### src/rtl/mclk_pkg.sv
package mclk_pkg;

    // one-cycle trim request handed to a divider chain
    typedef enum logic [1:0] {
        STEP_NONE = 2'd0,
        STEP_ADV  = 2'd1,
        STEP_RET  = 2'd2
    } step_e;

    // register select within a direction (address bits 1:0)
    localparam logic [1:0] REG_SAMP  = 2'd0;
    localparam logic [1:0] REG_RATIO = 2'd1;
    localparam logic [1:0] REG_DATA  = 2'd2;
    localparam logic [1:0] REG_PHASE = 2'd3;

    // smallest sample divisor that keeps an advanced period at two cycles
    localparam int MIN_SAMP = 3;

endpackage

### src/rtl/mclk_chain.sv
module mclk_chain
    import mclk_pkg::*;
#(
    parameter int DIV_W = 12
) (
    input  logic             clk,
    input  logic             rst,
    input  logic [DIV_W-1:0] samp_div,
    input  logic [DIV_W-1:0] ratio,
    input  logic [DIV_W-1:0] data_div,
    input  step_e            step,
    output logic             samp_en,
    output logic             baud_en,
    output logic             data_en,
    output logic             step_done
);

    localparam logic [DIV_W-1:0] ONE = DIV_W'(1);
    localparam logic [DIV_W-1:0] TWO = DIV_W'(2);

    logic [DIV_W-1:0] s_cnt, b_cnt, d_cnt;
    logic [DIV_W-1:0] s_eff, k_eff, d_eff, s_load;

    always_comb begin
        s_eff = (samp_div < DIV_W'(MIN_SAMP)) ? DIV_W'(MIN_SAMP) : samp_div;
        k_eff = (ratio == '0) ? ONE : ratio;
        d_eff = (data_div == '0) ? ONE : data_div;
    end

    assign samp_en   = !rst && (s_cnt == '0);
    assign baud_en   = samp_en && (b_cnt == '0);
    assign data_en   = !rst && ((d_cnt == '0) || baud_en);
    assign step_done = baud_en && (step != STEP_NONE);

    // the sample period opening a baud period carries the trim
    always_comb begin
        s_load = s_eff - ONE;
        if (baud_en) begin
            unique case (step)
                STEP_ADV: s_load = s_eff - TWO;
                STEP_RET: s_load = s_eff;
                default:  s_load = s_eff - ONE;
            endcase
        end
    end

    always_ff @(posedge clk) begin
        if (rst) begin
            s_cnt <= '0;
            b_cnt <= '0;
            d_cnt <= '0;
        end else begin
            s_cnt <= samp_en ? s_load : s_cnt - ONE;
            if (samp_en) begin
                b_cnt <= (b_cnt == '0) ? k_eff - ONE : b_cnt - ONE;
            end
            d_cnt <= data_en ? d_eff - ONE : d_cnt - ONE;
        end
    end

endmodule

### src/rtl/mclk_txloop.sv
module mclk_txloop
    import mclk_pkg::*;
#(
    parameter int DIV_W = 12
) (
    input  logic             clk,
    input  logic             rst,
    input  logic             ref_in,
    input  logic             baud_en,
    input  logic             step_done,
    input  logic [DIV_W-1:0] samp_div,
    input  logic [DIV_W-1:0] ratio,
    output step_e            step
);

    localparam int EW = 2 * DIV_W;

    typedef enum logic [1:0] {
        TL_TRACK = 2'd0,
        TL_ADV   = 2'd1,
        TL_RET   = 2'd2
    } tl_state_e;

    tl_state_e        st_q, st_d;
    logic [2:0]       sync_q;
    logic             edge_seen;
    logic [EW-1:0]    elapsed_q, half;
    logic [DIV_W-1:0] s_eff, k_eff;

    always_comb begin
        s_eff = (samp_div < DIV_W'(MIN_SAMP)) ? DIV_W'(MIN_SAMP) : samp_div;
        k_eff = (ratio == '0) ? DIV_W'(1) : ratio;
        half  = (EW'(s_eff) * EW'(k_eff)) >> 1;
    end

    assign edge_seen = sync_q[1] & ~sync_q[2];

    always_ff @(posedge clk) begin
        if (rst) begin
            sync_q    <= '0;
            elapsed_q <= '0;
        end else begin
            sync_q <= {sync_q[1:0], ref_in};
            if (baud_en) begin
                elapsed_q <= EW'(1);
            end else if (!(&elapsed_q)) begin
                elapsed_q <= elapsed_q + EW'(1);
            end
        end
    end

    // state register
    always_ff @(posedge clk) begin
        if (rst) begin
            st_q <= TL_TRACK;
        end else begin
            st_q <= st_d;
        end
    end

    // next state
    always_comb begin
        st_d = st_q;
        unique case (st_q)
            TL_TRACK: begin
                if (edge_seen && !baud_en) begin
                    st_d = (elapsed_q <= half) ? TL_RET : TL_ADV;
                end
            end
            TL_ADV, TL_RET: begin
                if (step_done) begin
                    st_d = TL_TRACK;
                end
            end
            default: st_d = TL_TRACK;
        endcase
    end

    // outputs
    always_comb begin
        unique case (st_q)
            TL_ADV:  step = STEP_ADV;
            TL_RET:  step = STEP_RET;
            default: step = STEP_NONE;
        endcase
    end

endmodule

### src/rtl/mclk_rxshift.sv
module mclk_rxshift
    import mclk_pkg::*;
#(
    parameter int STEP_W = 8
) (
    input  logic              clk,
    input  logic              rst,
    input  logic              load,
    input  logic [STEP_W-1:0] load_val,
    input  logic              step_done,
    output step_e             step,
    output logic              pending
);

    typedef enum logic [1:0] {
        RS_IDLE = 2'd0,
        RS_ADV  = 2'd1,
        RS_RET  = 2'd2
    } rs_state_e;

    rs_state_e         st_q, st_d;
    logic [STEP_W-1:0] left_q, left_d;

    // state register
    always_ff @(posedge clk) begin
        if (rst) begin
            st_q   <= RS_IDLE;
            left_q <= '0;
        end else begin
            st_q   <= st_d;
            left_q <= left_d;
        end
    end

    // next state: a host load overrides any step in the same cycle
    always_comb begin
        st_d   = st_q;
        left_d = left_q;
        if (load) begin
            if (load_val == '0) begin
                st_d   = RS_IDLE;
                left_d = '0;
            end else if (load_val[STEP_W-1]) begin
                st_d   = RS_RET;
                left_d = '0 - load_val;
            end else begin
                st_d   = RS_ADV;
                left_d = load_val;
            end
        end else begin
            unique case (st_q)
                RS_ADV, RS_RET: begin
                    if (step_done) begin
                        if (left_q == STEP_W'(1)) begin
                            st_d   = RS_IDLE;
                            left_d = '0;
                        end else begin
                            left_d = left_q - STEP_W'(1);
                        end
                    end
                end
                default: st_d = RS_IDLE;
            endcase
        end
    end

    // outputs
    always_comb begin
        unique case (st_q)
            RS_ADV:  step = STEP_ADV;
            RS_RET:  step = STEP_RET;
            default: step = STEP_NONE;
        endcase
        pending = (st_q != RS_IDLE);
    end

endmodule

### src/rtl/modem_clkgen.sv
module modem_clkgen
    import mclk_pkg::*;
#(
    parameter int DIV_W     = 12,
    parameter int STEP_W    = 8,
    parameter int SAMP_RST  = 8,
    parameter int RATIO_RST = 4,
    parameter int DATA_RST  = 8
) (
    input  logic             clk,
    input  logic             rst,
    input  logic             cfg_we,
    input  logic [2:0]       cfg_addr,
    input  logic [DIV_W-1:0] cfg_wdata,
    input  logic             tx_ref,
    output logic             tx_samp_en,
    output logic             tx_baud_en,
    output logic             tx_data_en,
    output logic             rx_samp_en,
    output logic             rx_baud_en,
    output logic             rx_data_en,
    output logic             rx_adj_pending
);

    localparam int NDIR   = 2;
    localparam int DIR_TX = 0;
    localparam int DIR_RX = 1;

    logic [DIV_W-1:0] samp_q  [NDIR];
    logic [DIV_W-1:0] ratio_q [NDIR];
    logic [DIV_W-1:0] data_q  [NDIR];
    logic             samp_w  [NDIR];
    logic             baud_w  [NDIR];
    logic             data_w  [NDIR];
    logic             done_w  [NDIR];
    step_e            step_w  [NDIR];

    logic phase_load;
    assign phase_load = cfg_we && (cfg_addr == {1'b1, REG_PHASE});

    for (genvar d = 0; d < NDIR; d++) begin : g_dir
        logic hit;
        assign hit = cfg_we && (cfg_addr[2] == 1'(d));

        always_ff @(posedge clk) begin
            if (rst) begin
                samp_q[d]  <= DIV_W'(SAMP_RST);
                ratio_q[d] <= DIV_W'(RATIO_RST);
                data_q[d]  <= DIV_W'(DATA_RST);
            end else if (hit) begin
                unique case (cfg_addr[1:0])
                    REG_SAMP:  samp_q[d]  <= cfg_wdata;
                    REG_RATIO: ratio_q[d] <= cfg_wdata;
                    REG_DATA:  data_q[d]  <= cfg_wdata;
                    default:   ;
                endcase
            end
        end

        mclk_chain #(.DIV_W(DIV_W)) u_chain (
            .clk      (clk),
            .rst      (rst),
            .samp_div (samp_q[d]),
            .ratio    (ratio_q[d]),
            .data_div (data_q[d]),
            .step     (step_w[d]),
            .samp_en  (samp_w[d]),
            .baud_en  (baud_w[d]),
            .data_en  (data_w[d]),
            .step_done(done_w[d])
        );
    end

    mclk_txloop #(.DIV_W(DIV_W)) u_txloop (
        .clk      (clk),
        .rst      (rst),
        .ref_in   (tx_ref),
        .baud_en  (baud_w[DIR_TX]),
        .step_done(done_w[DIR_TX]),
        .samp_div (samp_q[DIR_TX]),
        .ratio    (ratio_q[DIR_TX]),
        .step     (step_w[DIR_TX])
    );

    mclk_rxshift #(.STEP_W(STEP_W)) u_rxshift (
        .clk      (clk),
        .rst      (rst),
        .load     (phase_load),
        .load_val (cfg_wdata[STEP_W-1:0]),
        .step_done(done_w[DIR_RX]),
        .step     (step_w[DIR_RX]),
        .pending  (rx_adj_pending)
    );

    assign tx_samp_en = samp_w[DIR_TX];
    assign tx_baud_en = baud_w[DIR_TX];
    assign tx_data_en = data_w[DIR_TX];
    assign rx_samp_en = samp_w[DIR_RX];
    assign rx_baud_en = baud_w[DIR_RX];
    assign rx_data_en = data_w[DIR_RX];

endmodule

### config.mk
export PLATFORM = sky130hd
export DESIGN_NAME = modem_clkgen
export DESIGN_NICKNAME = d
export VERILOG_FILES = /design/src/rtl/mclk_pkg.sv /design/src/rtl/mclk_chain.sv /design/src/rtl/mclk_txloop.sv /design/src/rtl/mclk_rxshift.sv /design/src/rtl/modem_clkgen.sv
export SDC_FILE = /design/constraint.sdc
export NUM_CORES = 1
export LEC_CHECK = 0
export ABC_AREA = 1
export CAP_MARGIN = 20
export CORE_MARGIN = 5
export CORE_UTILIZATION = 40
export DETAILED_ROUTE_END_ITERATION = 12
export DONT_BUFFER_PORTS = 1
export HOLD_SLACK_MARGIN = 0.08
export SLEW_MARGIN = 20
export SYNTH_ARGS = -nofsm -noshare
export SYNTH_HDL_FRONTEND = slang
export SYNTH_SLANG_ARGS = --single-unit
### constraint.sdc
create_clock -name clk -period 11.4 [get_ports clk]
set_clock_uncertainty 0.1 [all_clocks]
set_input_delay 0 -clock clk [delete_from_list [all_inputs] [get_ports clk]]
set_output_delay 0 -clock clk [all_outputs]
set_load 0.01 [all_outputs]
After elaboration in Yosys (flattened, before gate mapping)
Memory sizes are Yosys's and may differ from the RTL's.
Index checks and enable logic that the tools add are counted.
- bits in registers: 111
- bits in latches: 0
- RAM bits: 72
- bits in read-only memories: 0
- output and inout bits: 7
- word-level logic and storage cells: 168
- memories kept: 3
- $add $sub $neg: 17
- multiply operators: 1
- div/mod/pow operators: 0
- $lt $le $gt $ge: 3
- equal/unequal tests: 17
- shifts and indexed selects: 0
- muxes and demuxes: 65
- bitwise operators: 9
- reduce and logical (&&, ||, !) cells: 41
- memory list (memory ; depth ; bits a word ; rd ports ; clocked after memory_dff ; write ports ; RTL line ; text):
    data_q ; 2 ; 12 ; 2 ; 0 ; 2 ; modem_clkgen.sv:31 ; logic [DIV_W-1:0] data_q [NDIR];
    ratio_q ; 2 ; 12 ; 2 ; 0 ; 2 ; modem_clkgen.sv:30 ; logic [DIV_W-1:0] ratio_q [NDIR];
    samp_q ; 2 ; 12 ; 2 ; 0 ; 2 ; modem_clkgen.sv:29 ; logic [DIV_W-1:0] samp_q [NDIR];
- operator list (cell ; number):
    $mux W12 ; 20
    $sub A12 B1 Y12 const B ; 12
    $logic_not A12 Y1 ; 10
    $mux W8 ; 6
    $pmux W12 S2 ; 2
    $mux W1 ; 25
    $add A24 B1 Y24 const B ; 1
    $le A24 B23 Y1 ; 1
    $lt A12 B2 Y1 const B ; 2
    $mul A12 B12 Y24 ; 1
    $reduce_and A24 Y1 ; 1
    $sub A12 B2 Y12 const B ; 2
    $mux W2 ; 9
    $logic_and A1 B1 Y1 ; 12
    $pmux W2 S2 ; 3
    $eq A2 B1 Y1 const B ; 5
    $eq A2 B2 Y1 const B ; 5
    $reduce_bool A2 Y1 ; 5
    $eq A8 B1 Y1 const B ; 1
    $logic_not A8 Y1 ; 1
    $sub A1 B8 Y8 const A ; 1
    $sub A8 B1 Y8 const B ; 1
    $or A1 B1 Y1 ; 6
    $reduce_and A2 Y1 ; 3
    other kinds (11) ; 18

Longest topological paths before layout
Gate-level depths: netlist of the first run.
An unclocked memory read counts as a cell.
- depth in word-level cells: 8
- depth in mapped cells: 36
- gate-level depth less buffers: 34

By module
From an unflattened synthesis of the first run, not the netlist that was laid out.
- cell total of the unflattened synthesis: 2372
- area total of the unflattened synthesis: 16891.2 µm²
- modules (own cells, without submodules) (module ; instances ; cells an instance ; area each (µm²)):
    mclk_txloop ; 1 ; 987 ; 7054.3
    mclk_chain at g_dir[1].u_chain ; 1 ; 534 ; 3129.3
    mclk_chain at g_dir[0].u_chain ; 1 ; 511 ; 3061.7
    modem_clkgen ; 1 ; 191 ; 2717.6
    mclk_rxshift ; 1 ; 149 ; 928.4

Worst setup path before layout of the first run
Ideal clock, no wire load.
- path type: reg-to-reg
- from: mem samp_q[0][5]
- to: reg u_txloop.st_q[1]
- arrival: 6204 ps
- required time: 11168 ps
- path slack: 4964 ps
- cell stages (with the launch flop): 32
- clock period less this slack: 6436 ps
- cells stage by stage: edfxtp_1 clkbuf_1 nor2_1 nand2_1 nor2_1 nand3_1 nand2_1 clkbuf_1 nand2_1 fa_1 fa_1 inv_1 ha_1 fa_1 inv_1 fa_1 inv_1 ha_1 a21oi_1 a21boi_0 o21bai_1 a21oi_1 o21ai_0 xnor2_1 ha_1 nand2_1 nor3_1 nand3_1 nand3_1 nand2_1 nand2_1 a21oi_1
- RTL lines (what ; RTL line ; text):
    from (decl) ; modem_clkgen.sv:29 ;
    to (signal assigned) ; mclk_txloop.sv:57 ; st_q <= st_d;
    to (decl) ; mclk_txloop.sv:24 ; tl_state_e st_q, st_d;

==> metrics, run 1 <==
Max Cap Viol=0; RSZ-0062 raised after global routing=no; slowest stage delay, CP=0.78 ns; via count=13782; Setup TNS Final=0 ns; status=finished clean; count leader, synth=nand2_1; DRC violations left=0; final WL=40.8 mm; clock slew at the register clock pins of the worst setup and hold paths=0.07 ns; Max clock buf depth=2; peak supply drop=0.000171 V; worst slack, placed=4.14 ns; Cell Area, Synth=16000 um^2; vias in the first global route=13498; leading area contributor after synthesis=dfxtp_1; CP most frequent cell=nand2_1; die outline height=210 um; hold-critical path depth=2; Final nets=2421; FFs w/ async S/R, synth=0; synthesis-to-finish area growth=8.53%; post-synthesis register bit count=183; Ys Warns=0; die span in x=210 um; dominant synthesized flop cell=dfxtp_1; Root Driver=clkbuf_16; Row Count=73; Initial Util=0.404; Crit Reg-Reg Startpoint=samp_q[0][5]; global route total overflow=0; fin crit share=0.642; CP max stage cell=edfxtp_1; Max Freq=137 MHz; Final min period=7.32 ns; CTS tree=done; first-pass GRT wire length=68.1 mm; leakage=8.38 nW; number of port buffers=0; Avg WL per Cell=14.9 um; H-tree Lvls=4; clk_lat worst skew=0.46 ns; Via density=5.04; Netlist cell types=54; cts hold-fix bufs=31; Arr. time, crit path=7.56 ns; Hold WS=0.176 ns; top cell type's share of synthesized area=0.139; post-synthesis sequential area ratio=0.274; CP endpoint=u_txloop.st_q[1]; Power Total=4.28 mW; Post-synth top cells=440 x nand2_1, 416 x inv_1, 272 x nor2_1; Worst EP required=11.64 ns; max-slew violations=0; I/O pin cnt=26; reg2reg setup slack=4.08 ns; gpl congestion=0.875; Worst Setup Slack, final=4.08 ns; Final Setup Violations=0; Cells after Synth=2205; layout cell share with drive strength beyond 1=0.0385; crit path launch type=flop; Post-synth EDFFs=72; total track usage=0.188; CTS buffer count=17; R2R Path End=u_txloop.st_q[1]; # resized after CTS=0; worst r2r path cells=32; clk sinks=183; Core ar.=39600 um^2; Tightest Pin Transition=0.731 ns; post-DP HPWL=31.4 mm; critical path fanouts, max=17; PD cells=246 nW/um^2; CP Capture Type=flop; top post-synthesis cells by area=dfxtp_1 14%, edfxtp_1 13%, fa_1 12%; syn avg cell area=7.27 um^2; largest net degree at the start of global routing=70; Setup Buffers After CTS=0; Hold Crit Class=input pin to flop; initial antenna violation count=1; Slew Limit Headroom=0.512; die area=44200 um^2; Post-Syn Nets=2431; DRT antenna net count=0; final hold violations=0; First-pass DRT Iterations=5; initial drt markers=990; CP startpoint=samp_q[0][5]; type of the worst setup path=flop to flop
[through the flow]
| stage | instance area (um^2) | instances | utilization |
|---|---|---|---|
| 2_1_floorplan | 16000 | 2205 | - |
| 5_1_grt | 17400 | 2734 | 0.439 |
| 3_5_place_dp | 16400 | 2670 | 0.415 |
| 3_3_place_gp | 16400 | 2670 | 0.415 |
| 4_1_cts | 17400 | 2733 | 0.439 |
| 6_report | 17400 | 2734 | 0.439 |
[how the worst min path moves through the flow]
| stage | to | start |
|---|---|---|
| 2_1_floorplan | u_txloop.sync_q[0] | tx_ref |
| 4_1_cts | samp_q[1][7] | cfg_addr[2] |
| 5_1_grt | u_txloop.sync_q[0] | tx_ref |
| 3_5_place_dp | g_dir[0].u_chain.d_cnt[4] | rst |
| 6_report | samp_q[1][3] | cfg_addr[2] |
| 3_3_place_gp | g_dir[1].u_chain.d_cnt[4] | rst |
[layout make-up]
type	instances	area [um^2]
fillers	4092	22300
multi-input cells	1525	9730
flip-flops and latches	183	4380
inverters	431	1620
well taps	525	657
clock buffers	18	429
repair buffers	37	373
clock inverters	14	189
diodes	1	2.50
[sequential cells by signal (all words and copies together), names as in the netlist]
register and count:
data_q 24, u_txloop.st_q 2, g_dir.u_chain.d_cnt 24, u_txloop.sync_q 3, u_rxshift.st_q 2, u_rxshift.left_q 8
u_txloop.elapsed_q 24, ratio_q 24, g_dir.u_chain.b_cnt 24, samp_q 24, g_dir.u_chain.s_cnt 24
[cells in the final DEF (no fill, tap or decap), types with 5 or more instances in the layout]
cell and count:
nor3_1 40, o21ai_1 6, or2_2 7, inv_1 416, nand3b_1 7, nor4_1 7
xnor2_1 30, buf_4 6, clkinv_1 5, a31oi_1 14, edfxtp_1 72, xor2_1 44
o221ai_1 5, nand3_1 121, nor2_4 5, dfxtp_1 111, nand4_1 30, a21oi_1 101
nand2_1 440, nand2_2 5, fa_1 100, nor2_1 272, dlygate4sd3_1 30, clkbuf_16 17
o21ai_0 105, nor2_2 9, o211ai_1 22, ha_1 107, inv_2 10
[critical path: cells and delay by family (launching register included)]
kind                     cells  cell delay (ns)
AO/OA/AOI/OAI                6             1.13
buffers and inverters        5             0.55
flip-flops                   1             0.78
adder cells (fa/ha/maj)      7             2.89
XOR/XNOR                     1             0.15
AND/OR/NAND/NOR             13             1.59
[cell families after synthesis]
group	count (synthesis)	synth area share
fa+ha+maj	207	0.208
xor+xnor	74	0.0404
buf+inv	497	0.119
simple gates	959	0.259
compound gates	285	0.100
flops	183	0.274
[report_power, final]
part / internal (mW) / switching [mW]
clock network: 0.351 / 0.289
registers: 0.796 / 0.0845
logic: 1.01 / 1.75
total: 2.16 / 2.12
[per-layer routing]
| metal | up-vias | routed length [um] | GRT usage |
|---|---|---|---|
| li1 | 6939 | - | - |
| met1 | 6510 | 19000 | 0.259 |
| met2 | 289 | 19300 | 0.309 |
| met3 | 44 | 1720 | 0.0257 |
| met4 | 0 | 795 | 0.0549 |
| met5 | - | 0 | 0 |
No activity file was read; power rests on OpenSTA's default activity.
==> run 2: changes to the inputs <==
Clock period 11.4 ns to 7.3 ns, I/O delays scaled along.
==> metrics, run 2 (synthesis gave the netlist of run 1 again) <==
status=finished clean; DRC violations left=0 (unchanged); Sequential Power Share=0.202 (-0.004); initial antenna violation count=3 (+2); commonest non-fill, non-tap cells in the layout=439 x nand2_1, 416 x inv_1, 272 x nor2_1; die span in x=210 um (unchanged); Avg WL per Cell=15.3 um (+2.8%); synthesis-to-finish area growth=9.28%; Worst Setup Slack, final=0.583 ns (-3.49 ns); final WL=42.3 mm (+3.7%); Setup TNS Final=0 ns (unchanged); first-pass GRT wire length=70.5 mm (+3.6%); die area=44200 um^2 (unchanged); Max clock buf depth=2 (unchanged); clock slew at the register clock pins of the worst setup and hold paths=0.08 ns (about the same); global route total overflow=0 (unchanged); die outline height=210 um (unchanged); most common cell after layout, fill and taps aside=nand2_1; NetSw=3.39 mW (+60%); Pint=3.28 mW (+52%); fin crit share=0.920 (+0.278); Tightest Pin Transition=0.731 ns (+0.000655 ns); clk_lat worst skew=0.47 ns (about the same); peak supply drop=0.000252 V (+47%); post-DP HPWL=32.3 mm (+2.9%); Row Count=73 (unchanged); crit path launch type=flop; layout cell share with drive strength beyond 1=0.0489 (+0.0104); I/O pin cnt=26 (unchanged); Setup Buffers After CTS=0 (unchanged); gpl congestion=0.886 (+1.3%); Max Cap Viol=0 (unchanged); CP max stage cell=fa_1; Via density=5.13 (+1.7%); Slew Limit Headroom=0.512 (about the same); Max Freq=149 MHz (+9.0%); type of the worst setup path=flop to flop; Clk network pwr share=0.138 (-0.012); worst slack, placed=0.506 ns (-3.63 ns); Final nets=2442 (+0.87%); DRT antenna net count=0 (unchanged); clk sinks=183 (unchanged); leakage=8.46 nW (+0.97%); vias in the first global route=13715 (+1.6%); switching share of power=0.508 (+0.0122); RSZ-0062 raised after global routing=no; largest net degree at the start of global routing=56 (-20%); CTS tree=done; max-slew violations=0 (unchanged); Root Driver=clkbuf_16; slowest stage delay, CP=0.52 ns (-0.26 ns); Final min period=6.72 ns (-0.607 ns); Arr. time, crit path=7.02 ns (-0.54 ns); CP Capture Type=flop; Initial Util=0.404 (unchanged); via count=14140 (+2.6%); Core ar.=39600 um^2 (unchanged); critical path fanouts, max=10 (-7); Worst EP required=7.60 ns (-4.04 ns); PD cells=381 nW/um^2 (+55%); number of port buffers=0 (unchanged); initial drt markers=1045 (+5.6%); final hold violations=0 (unchanged); Final Setup Violations=0 (unchanged); First-pass DRT Iterations=7 (+2); total track usage=0.195 (+0.00693); H-tree Lvls=4 (unchanged); Hold Crit Class=input pin to flop; CTS buffer count=17 (unchanged); combinational fraction of design power=0.660 (+0.015); CP most frequent cell=fa_1
## run 2: cell count changes in the layout (fill, tap and decap cells not counted), moves of 2 or more
| cell | change |
|---|---|
| inv_6 | +2 |
| diode_2 | +2 |
| bufinv_16 | -3 |
| buf_4 | +21 |
## run 2: path summary, 6_finish.rpt
| kind | depth (start not counted) | startpoint | end | slack [ns] |
|---|---|---|---|---|
| worst min register to register | 2 | u_txloop.sync_q[0] | u_txloop.sync_q[1] | 0.31 |
| worst max-delay path | 28 | samp_q[0][5] | u_txloop.st_q[1] | 0.58 |
| worst min-delay path | 3 | tx_ref | u_txloop.sync_q[0] | 0.21 |
| worst max register to register | 28 | samp_q[0][5] | u_txloop.st_q[1] | 0.58 |
## run 2: power groups by stage
stage               combinational [mW]  sequential [mW]  clock [mW]
global route                      5.05             1.37       0.991
global placement                  4.29             1.36           0
detailed placement                4.32             1.37           0
finish                            4.40             1.35       0.921
CTS                               4.39             1.35       0.943
floorplan                         3.45             1.34           0
## run 2: worst max-delay path, delay by kind of cell, from the launching register on
family	cells	cell delay (ns)
simple gates	13	2.06
fa+ha+maj	7	3.05
buf+inv	4	0.26
xor+xnor	1	0.23
flops	1	0.40
compound gates	3	0.55
## run 2: cell type report
cell class	count	area [um^2]
clock inverter	15	138
inverter	431	1620
timing repair buffer	58	531
multi-input combinational	1525	9740
fill	4086	22100
sequential	183	4380
antenna	3	7.51
tap	525	657
clock buffer	17	425
## run 2: repair_timing
action / CTS / global route
gates resized for setup: 0 / 4
setup endpoints to repair: 0 / 2
hold buffers: 31 / 0
hold endpoints to repair: 197 / 0
## run 2: routing by layer
| metal | share of wire | GRT usage | wire length, um |
|---|---|---|---|
| met4 | 0.015 | 0.0407 | 623 |
| met1 | 0.46 | 0.267 | 19400 |
| met2 | 0.47 | 0.323 | 20100 |
| met3 | 0.052 | 0.0375 | 2180 |
| met5 | 0 | 0 | 0 |
## run 2: through the flow
step | cell area, um^2 | instances | hold slack [ns] | power (mW) | util
2_1_floorplan | 16000 | 2205 | 0.00697 | 4.79 | -
3_3_place_gp | 16600 | 2691 | -0.0233 | 5.66 | 0.419
3_5_place_dp | 16600 | 2691 | -0.0186 | 5.69 | 0.419
4_1_cts | 17500 | 2754 | 0.210 | 6.67 | 0.441
5_1_grt | 17500 | 2757 | 0.240 | 7.41 | 0.442
6_report | 17500 | 2757 | 0.206 | 6.67 | 0.442
